`src/rtl/cfgwin_pkg.sv`:
```
package cfgwin_pkg;
   // Register field positions that the decoder depends on
   localparam int EN_POS  = 0;
   localparam int LEN_LSB = 1;
   localparam int LEN_MSB = 2;
   // Length code values
   localparam logic [1:0] LEN_CODE_256 = 2'b00;
   localparam logic [1:0] LEN_CODE_128 = 2'b01;
   localparam logic [1:0] LEN_CODE_64  = 2'b10;
   localparam logic [1:0] LEN_RSVD     = 2'b11;
   // Number of legal window sizes
   localparam int NUM_SIZES = 3;
endpackage

```
`src/rtl/cfgwin_reg.sv`:
```
module cfgwin_reg #(
   parameter int          REG_BYTES   = 8,
   parameter logic [63:0] RESET_VALUE = 64'h0
) (
   input  logic                   clk,
   input  logic                   rst,
   input  logic                   wr_en,
   input  logic [REG_BYTES-1:0]   wr_be,
   input  logic [REG_BYTES*8-1:0] wr_data,
   output logic [REG_BYTES*8-1:0] cfg_q,
   output logic [REG_BYTES*8-1:0] cfg_next,
   output logic                   wr_fire
);
   assign wr_fire = wr_en && (|wr_be);

   for (genvar k = 0; k < REG_BYTES; k++) begin : g_lane
      logic sel;
      assign sel = wr_en && wr_be[k];
      assign cfg_next[8*k +: 8] = sel ? wr_data[8*k +: 8] : cfg_q[8*k +: 8];

      always_ff @(posedge clk) begin
         if (rst) cfg_q[8*k +: 8] <= RESET_VALUE[8*k +: 8];
         else if (sel) cfg_q[8*k +: 8] <= wr_data[8*k +: 8];
      end


      lane_keep_chk: assert property (@(posedge clk) disable iff (rst)
         !wr_be[k] |=> $stable(cfg_q[8*k +: 8]));
   end
endmodule

```
`src/rtl/cfgwin_decode.sv`:
```
module cfgwin_decode
   import cfgwin_pkg::*;
#(
   parameter int ADDR_W  = 40,
   parameter int BASE_HI = 35,
   parameter int MAX_LG  = 28
) (
   input  logic [BASE_HI:0]   cfg_i,
   output logic               en_o,
   output logic [1:0]         code_o,
   output logic [ADDR_W-1:0]  len_o,
   output logic [ADDR_W-1:0]  base_o
);
   localparam logic [ADDR_W-1:0] FIELD_MASK = {ADDR_W{1'b1}} >> (ADDR_W - 1 - BASE_HI);

   logic [ADDR_W-1:0] size_tab [NUM_SIZES];
   logic [ADDR_W-1:0] mask_tab [NUM_SIZES];

   for (genvar k = 0; k < NUM_SIZES; k++) begin : g_size
      localparam int SH = MAX_LG - k;
      assign size_tab[k] = ADDR_W'(1) << SH;
      assign mask_tab[k] = FIELD_MASK & ({ADDR_W{1'b1}} << SH);
   end

   logic [ADDR_W-1:0] sel_mask;

   assign en_o   = cfg_i[EN_POS];
   assign code_o = cfg_i[LEN_MSB:LEN_LSB];

   always_comb begin
      len_o    = '0;
      sel_mask = '0;
      for (int i = 0; i < NUM_SIZES; i++) begin
         if (code_o == i[1:0]) begin
            len_o    = size_tab[i];
            sel_mask = mask_tab[i];
         end
      end
   end

   assign base_o = ADDR_W'(cfg_i) & sel_mask;
endmodule

```
`src/rtl/cfgwin_apply.sv`:
```
module cfgwin_apply
   import cfgwin_pkg::*;
#(
   parameter int ADDR_W = 40
) (
   input  logic              clk,
   input  logic              rst,
   input  logic              upd_i,
   input  logic              en_i,
   input  logic [1:0]        code_i,
   input  logic [ADDR_W-1:0] len_i,
   input  logic [ADDR_W-1:0] base_i,
   input  logic              dflt_en,
   input  logic [1:0]        dflt_code,
   input  logic [ADDR_W-1:0] dflt_len,
   input  logic [ADDR_W-1:0] dflt_base,
   output logic              en_o,
   output logic [1:0]        code_o,
   output logic [ADDR_W-1:0] len_o,
   output logic [ADDR_W-1:0] base_o
);
   logic take;
   assign take = upd_i && (code_i != LEN_RSVD);

   always_ff @(posedge clk) begin
      if (rst) begin
         en_o   <= dflt_en;
         code_o <= dflt_code;
         len_o  <= dflt_len;
         base_o <= dflt_base;
      end else if (take) begin
         en_o   <= en_i;
         code_o <= code_i;
         len_o  <= len_i;
         base_o <= base_i;
      end
   end


   rsvd_hold_chk: assert property (@(posedge clk) disable iff (rst)
      (upd_i && code_i == LEN_RSVD) |=> ($stable(base_o) && $stable(len_o) && $stable(en_o) && $stable(code_o)));


   apply_new_chk: assert property (@(posedge clk) disable iff (rst)
      (upd_i && code_i != LEN_RSVD) |=> (base_o == $past(base_i) && len_o == $past(len_i) && en_o == $past(en_i)));
endmodule

```
`src/rtl/cfgwin_hit.sv`:
```
module cfgwin_hit #(
   parameter int ADDR_W = 40
) (
   input  logic              clk,
   input  logic              rst,
   input  logic [ADDR_W-1:0] addr_i,
   input  logic              en_i,
   input  logic [ADDR_W-1:0] len_i,
   input  logic [ADDR_W-1:0] base_i,
   output logic              hit_o
);
   logic [ADDR_W-1:0] blk_mask;
   assign blk_mask = ~(len_i - ADDR_W'(1));

   always_ff @(posedge clk) begin
      if (rst) hit_o <= 1'b0;
      else     hit_o <= en_i && ((addr_i & blk_mask) == base_i);
   end


   hit_en_chk: assert property (@(posedge clk) disable iff (rst)
      hit_o |-> $past(en_i));
endmodule

```
`src/rtl/cfgwin_decoder.sv`:
```
module cfgwin_decoder
   import cfgwin_pkg::*;
#(
   parameter int          ADDR_W      = 40,
   parameter int          BASE_HI     = 35,
   parameter int          MAX_LG      = 28,
   parameter logic [63:0] RESET_VALUE = 64'h0000_0000_B000_0000
) (
   input  logic              clk,
   input  logic              rst,
   input  logic              wr_en,
   input  logic [7:0]        wr_be,
   input  logic [63:0]       wr_data,
   input  logic [ADDR_W-1:0] probe_addr,
   output logic [63:0]       cfg_q,
   output logic              win_enable,
   output logic [1:0]        win_code,
   output logic [ADDR_W-1:0] win_len,
   output logic [ADDR_W-1:0] win_base,
   output logic              probe_hit
);
   localparam int REG_BYTES = 8;
   localparam int MIN_LG    = MAX_LG - NUM_SIZES + 1;

   if (ADDR_W > 64 || ADDR_W <= BASE_HI) begin : g_bad_addr
      $error("cfgwin_decoder: ADDR_W must exceed BASE_HI and be at most 64");
   end
   if (MIN_LG <= LEN_MSB || MAX_LG > BASE_HI) begin : g_bad_lg
      $error("cfgwin_decoder: size range collides with the control fields or base");
   end
   if (RESET_VALUE[LEN_MSB:LEN_LSB] == LEN_RSVD) begin : g_bad_rst
      $error("cfgwin_decoder: RESET_VALUE holds the reserved length code");
   end

   logic [63:0] cfg_next;
   logic        wr_fire;

   cfgwin_reg #(.REG_BYTES(REG_BYTES), .RESET_VALUE(RESET_VALUE)) u_reg (
      .clk(clk), .rst(rst), .wr_en(wr_en), .wr_be(wr_be), .wr_data(wr_data),
      .cfg_q(cfg_q), .cfg_next(cfg_next), .wr_fire(wr_fire)
   );

   logic              nx_en,  df_en;
   logic [1:0]        nx_code, df_code;
   logic [ADDR_W-1:0] nx_len, nx_base, df_len, df_base;

   cfgwin_decode #(.ADDR_W(ADDR_W), .BASE_HI(BASE_HI), .MAX_LG(MAX_LG)) u_dec_next (
      .cfg_i(cfg_next[BASE_HI:0]), .en_o(nx_en), .code_o(nx_code),
      .len_o(nx_len), .base_o(nx_base)
   );

   cfgwin_decode #(.ADDR_W(ADDR_W), .BASE_HI(BASE_HI), .MAX_LG(MAX_LG)) u_dec_dflt (
      .cfg_i(RESET_VALUE[BASE_HI:0]), .en_o(df_en), .code_o(df_code),
      .len_o(df_len), .base_o(df_base)
   );

   cfgwin_apply #(.ADDR_W(ADDR_W)) u_apply (
      .clk(clk), .rst(rst), .upd_i(wr_fire),
      .en_i(nx_en), .code_i(nx_code), .len_i(nx_len), .base_i(nx_base),
      .dflt_en(df_en), .dflt_code(df_code), .dflt_len(df_len), .dflt_base(df_base),
      .en_o(win_enable), .code_o(win_code), .len_o(win_len), .base_o(win_base)
   );

   cfgwin_hit #(.ADDR_W(ADDR_W)) u_hit (
      .clk(clk), .rst(rst), .addr_i(probe_addr), .en_i(win_enable),
      .len_i(win_len), .base_i(win_base), .hit_o(probe_hit)
   );


   len_pow2_chk: assert property (@(posedge clk) disable iff (rst)
      $countones(win_len) == 1);


   base_align_chk: assert property (@(posedge clk) disable iff (rst)
      (win_base & (win_len - ADDR_W'(1))) == '0);


   win_en_src_chk: assert property (@(posedge clk) disable iff (rst)
      (wr_fire && cfg_next[LEN_MSB:LEN_LSB] != LEN_RSVD) |=> win_enable == cfg_q[EN_POS]);
endmodule

```
`config.mk`:
```
export PLATFORM = sky130hd
export DESIGN_NAME = cfgwin_decoder
export DESIGN_NICKNAME = d
export VERILOG_FILES = /design/src/rtl/cfgwin_pkg.sv /design/src/rtl/cfgwin_reg.sv /design/src/rtl/cfgwin_decode.sv /design/src/rtl/cfgwin_apply.sv /design/src/rtl/cfgwin_hit.sv /design/src/rtl/cfgwin_decoder.sv
export SDC_FILE = /design/constraint.sdc
export NUM_CORES = 1
export LEC_CHECK = 0
export CORE_UTILIZATION = 45
export DETAILED_ROUTE_END_ITERATION = 8
export DONT_BUFFER_PORTS = 1
export GPL_TIMING_DRIVEN = 0
export PLACE_DENSITY = 0.71
export SLEW_MARGIN = 25
export SYNTH_ARGS = -nofsm -noshare
export SYNTH_HDL_FRONTEND = slang
export SYNTH_HIERARCHICAL = 1
export SYNTH_SLANG_ARGS = --single-unit
```
`constraint.sdc`:
```
create_clock -name clk -period 4.3 [get_ports clk]
set_input_delay 0.43 -clock clk [delete_from_list [all_inputs] [get_ports clk]]
set_output_delay 0.43 -clock clk [all_outputs]
set_load 0.02 [all_outputs]
```
# After elaboration in Yosys (flattened, before gate mapping)
# Cells that the tools add are included.
# word_totals
ff_bits	148
input_bits	115
output_inout_bits	148
elab_cells	46
# classes
addsub	1
eq_ne	4
n_mux	11
bitwise_logic	3
reduce_logical	13
# ops
op	n
$mux W36	3
$mux W29	3
$and A40 B40 Y40	1
$eq A40 B40 Y1	1
$not A40 Y40	1
$sub A40 B1 Y40 const B	1
$and A36 B36 Y36	1
$mux W8	4
$logic_and A1 B1 Y1	11
$reduce_or A8 Y1	1
$mux W4	1
$eq A2 B1 Y1 const B	1
$eq A2 B2 Y1 const B	1
$logic_not A2 Y1	1
$ne A2 B2 Y1 const B	1

# Longest topological paths before layout
# logic_depth
ltp_word	7
ltp_mapped	12
depth_no_buf	10

# Modules after synthesis
# Netlist, hierarchy kept.
# modules_own_cells
mod	instances	cells_each	area_each_um2	seq_area_each_um2
cfgwin_apply	1	177	3748.6	2492.4
cfgwin_reg	1	357	3096.7	1281.2
cfgwin_hit	1	248	1685.4	20.0
cfgwin_decode	2	87	649.4	0.0
cfgwin_decoder	1	2	7.5	0.0

# Worst setup path after synthesis
# No wires, ideal clock.
# synth_path
path_type	reg-to-reg
startpoint	reg u_apply.len_o[0]
endpoint	reg u_hit.hit_o
setup_time_ps	88
arrival_ps	3254
required_ps	4212
slack_ps	958
path_stages_with_launch	13
path_buffers	2
synth_period_minus_slack_ps	3342
path_cell_list	edfxtp_1 -> inv_1 -> ha_1 -> or3b_1 -> clkbuf_1 -> or4_1 -> clkbuf_1 -> or4_1 -> and3_1 -> xor2_1 -> a2111oi_0 -> o2111ai_1 -> nor4_2
# synth_via
elab_chain_cells	5
# synth_lines
item	line	source
start: declaration	cfgwin_apply.sv:19	output logic [ADDR_W-1:0] len_o,
start signal: assignment	cfgwin_apply.sv:29	len_o <= dflt_len;
start signal: assignment	cfgwin_apply.sv:34	len_o <= len_i;
$sub A40 B1 Y40	cfgwin_hit.sv:13	assign blk_mask = ~(len_i - ADDR_W'(1));
$not A40 Y40	cfgwin_hit.sv:13	
$and A40 B40 Y40	cfgwin_hit.sv:17	else hit_o <= en_i && ((addr_i & blk_mask) == base_i);
$eq A40 B40 Y1	cfgwin_hit.sv:17	
$logic_and A1 B1 Y1	cfgwin_hit.sv:17	
end signal: assignment	cfgwin_hit.sv:17	
end: declaration	cfgwin_hit.sv:10	output logic hit_o
# Every way passes these cells.
# A chain may end at the register's enable or synchronous reset.

# Worst setup path in the final report
# Same ends and word-level chain as after synthesis.

==> impl_metrics.ini <==
[drt]
via_per_inst = 5.06
drt_iter0_markers = 299
via_count = 6902
ant_nets = 0
first_pass_iters = 5
routedWlPerCell_um = 17.8
routed_wirelength_um = 24300
remaining_drc_errors = 0

[worst_setup_path]
critPathMaxStageDelay_ns = 0.57
critPathKind = reg2reg
worst-path-buf-inv = 3
crit_required_ns = 4.63
crit_fanout = 10
crit_family = simple AND/OR/NAND/NOR gates
crit_arrival_ns = 4.35
critPathSlowestCell = or4_1
endpoint_kind = flop
crit_path_start_kind = flop
r2r_setup_slack_ns = 0.29
path_cells = inv_1 > ha_1 > or3b_1 > clkbuf_1 > or4_1 > clkbuf_1 > or4_1 > and3_1 > xor2_1 > a2111oi_1 > o2111ai_1 > nor4_2

[finish]
stdcell_area_um2 = 11200
layout-drive-gt1-share_pct = 34.1
final_nets = 1201
diodes = 0
multi_input_area_um2 = 4920
final-seq-area_um2 = 3790
area_growth_syn_to_layout_pct = 16.0
n_fill_cell = 1947

[placement]
hpwl_um = 18900
place_ws_ns = -0.256
gp_congestion = 0.880
placed_area_um2 = 10600
port_buffers = 0

[clock_tree]
cts_sinks = 148
clk_path_buf_depth = 2
clk_pin_slew_ns = 0.07
cts_root_buf = clkbuf_16
holdBufCountCts = 0
cts_tree = built
cts.htree.levels = 4
clk_latency_ns = 0.43
cts_buffers = 17

[logic_synthesis]
ys_warn_count = 6
syn_inst = 907
synth.avg_cell_area_um2 = 10.6
syn_area_um2 = 9650

[timing]
setup_viol = 0
layout_setup_ws_ns = 0.286
slew_violations = 0
rsz0062_at_grt = no
finalClockSkew_ns = 0.0108
tightestPinTransition_ns = 0.709
fin_crit_ns = 4.01
finalHoldViolCount = 0
fmax_mhz = 249
finalCritPeriodShare_pct = 93.3
fin_tns_setup_ns = 0
slew_headroom_pct = 52.3

[die]
io_pins = 263
die_h_um = 148
core-area_um2 = 21000
die_area_um2 = 22000
die_x_um = 148
initial_core_util_pct = 45.9
rows = 53

[power_and_ir_drop]
power_density_nw_per_um2 = 350
p_leak_nw = 4.90
p_total_w = 0.00392
ir_worst_vdd_v = 0.000262

[global_route]
grt-ovfl-total = 0
grt_max_degree = 57
grt_pass1_wl_um = 36900
antenna_found_initial = 0
grt_pass1_vias = 6810
grt_usage_pct = 22.2

[outcome]
status = completed

[worst_hold_path]
hp-class = in2reg

[run]
drv_cap = 0
[routing by layer]
layer,up-vias,track usage [%],part of all wire [%]
met4,0,9.02,2.5
met2,285,40.5,51
met5,-,0,0
met3,36,7.94,10
li1,3354,-,-
met1,3227,23.0,36
[worst reg2reg max path, delay by kind of cell (launching register included)]
family / cells / cell delay, ns
simple gates: 5 / 1.77
compound gates: 2 / 0.77
buf+inv: 3 / 0.56
flops: 1 / 0.53
fa+ha+maj: 1 / 0.17
xor+xnor: 1 / 0.14
[path summary, 6_finish.rpt]
| check | start | cells past startpoint | to |
|---|---|---|---|
| setup / recovery | u_apply/len_o[0]$_DFFE_PP_ | 12 | u_hit/hit_o$_SDFF_PP0_ |
| hold / removal | wr_data[3] | 2 | u_reg/cfg_q[3]$_SDFF_PP0_ |
| setup reg to reg | u_apply/len_o[0]$_DFFE_PP_ | 12 | u_hit/hit_o$_SDFF_PP0_ |
| hold reg to reg | u_reg/cfg_q[3]$_SDFF_PP0_ | 2 | u_reg/cfg_q[3]$_SDFF_PP0_ |
[per-stage QoR]
step,std cells,hold slack [ns],util [%]
finish,1365,0.158,53.2
global route,1365,0.144,53.2
CTS,1364,0.138,53.2
detailed placement,1332,0.597,50.3
global placement,1331,0.593,50.2
floorplan,1056,0.590,-
[report_power, final]
group | leakage, nW | switching, W | internal [W] | total [W]
combinational | 3.23 | 0.000259 | 0.000313 | 0.000572
clock | 0.290 | 0.000618 | 0.000869 | 0.00149
sequential | 1.38 | 0.000239 | 0.00162 | 0.00186
total | 4.90 | 0.00112 | 0.00280 | 0.00392
[timing repair]
item                                    4_1_cts  5_1_grt
pin swaps                                     0        1
endpoints found under the setup margin        1        1
buffers inserted                              0        1
resized for setup                             2        0
[layout by cell type (no fill, tap or decap), types with 7 or more instances in the layout]
master     count
a21bo_2       61
nand3_1       70
a21oi_1       68
conb_1       153
or4_1         11
edfxtp_1      83
ha_1           9
and3_1         7
nor2_1        10
mux2_4        59
dfxtp_1       65
nor3_1         7
or3_1          8
o31ai_1        7
buf_4        141
clkbuf_1      16
xor2_1        17
xnor2_1       12
nand2b_1       8
nand2_1       25
nor4_1        10
inv_1         16
clkbuf_16     18
buf_2         20
buf_6         22
nand4_1       12
mux2_2        24
nor2b_1       22
o21ai_0       10
[area by class of cell]
class	instances	share of cell area, %
tap	275	3.07
buffer	197	13.0
inverter	16	0.537
clock inverter	10	0.839
timing repair buffer	2	0.313
clock buffer	22	4.35
multi-input combinational	695	44.0
sequential	148	33.9
[flip-flops by register name, indices dropped and copies added (netlist names)]
| name | count |
|---|---|
| u_apply/code_o | 2 |
| u_hit/hit_o | 1 |
| u_apply/en_o | 1 |
| u_apply/base_o | 40 |
| u_apply/len_o | 40 |
| u_reg/cfg_q | 64 |
Note: power is estimated with default switching activity, not from simulation.
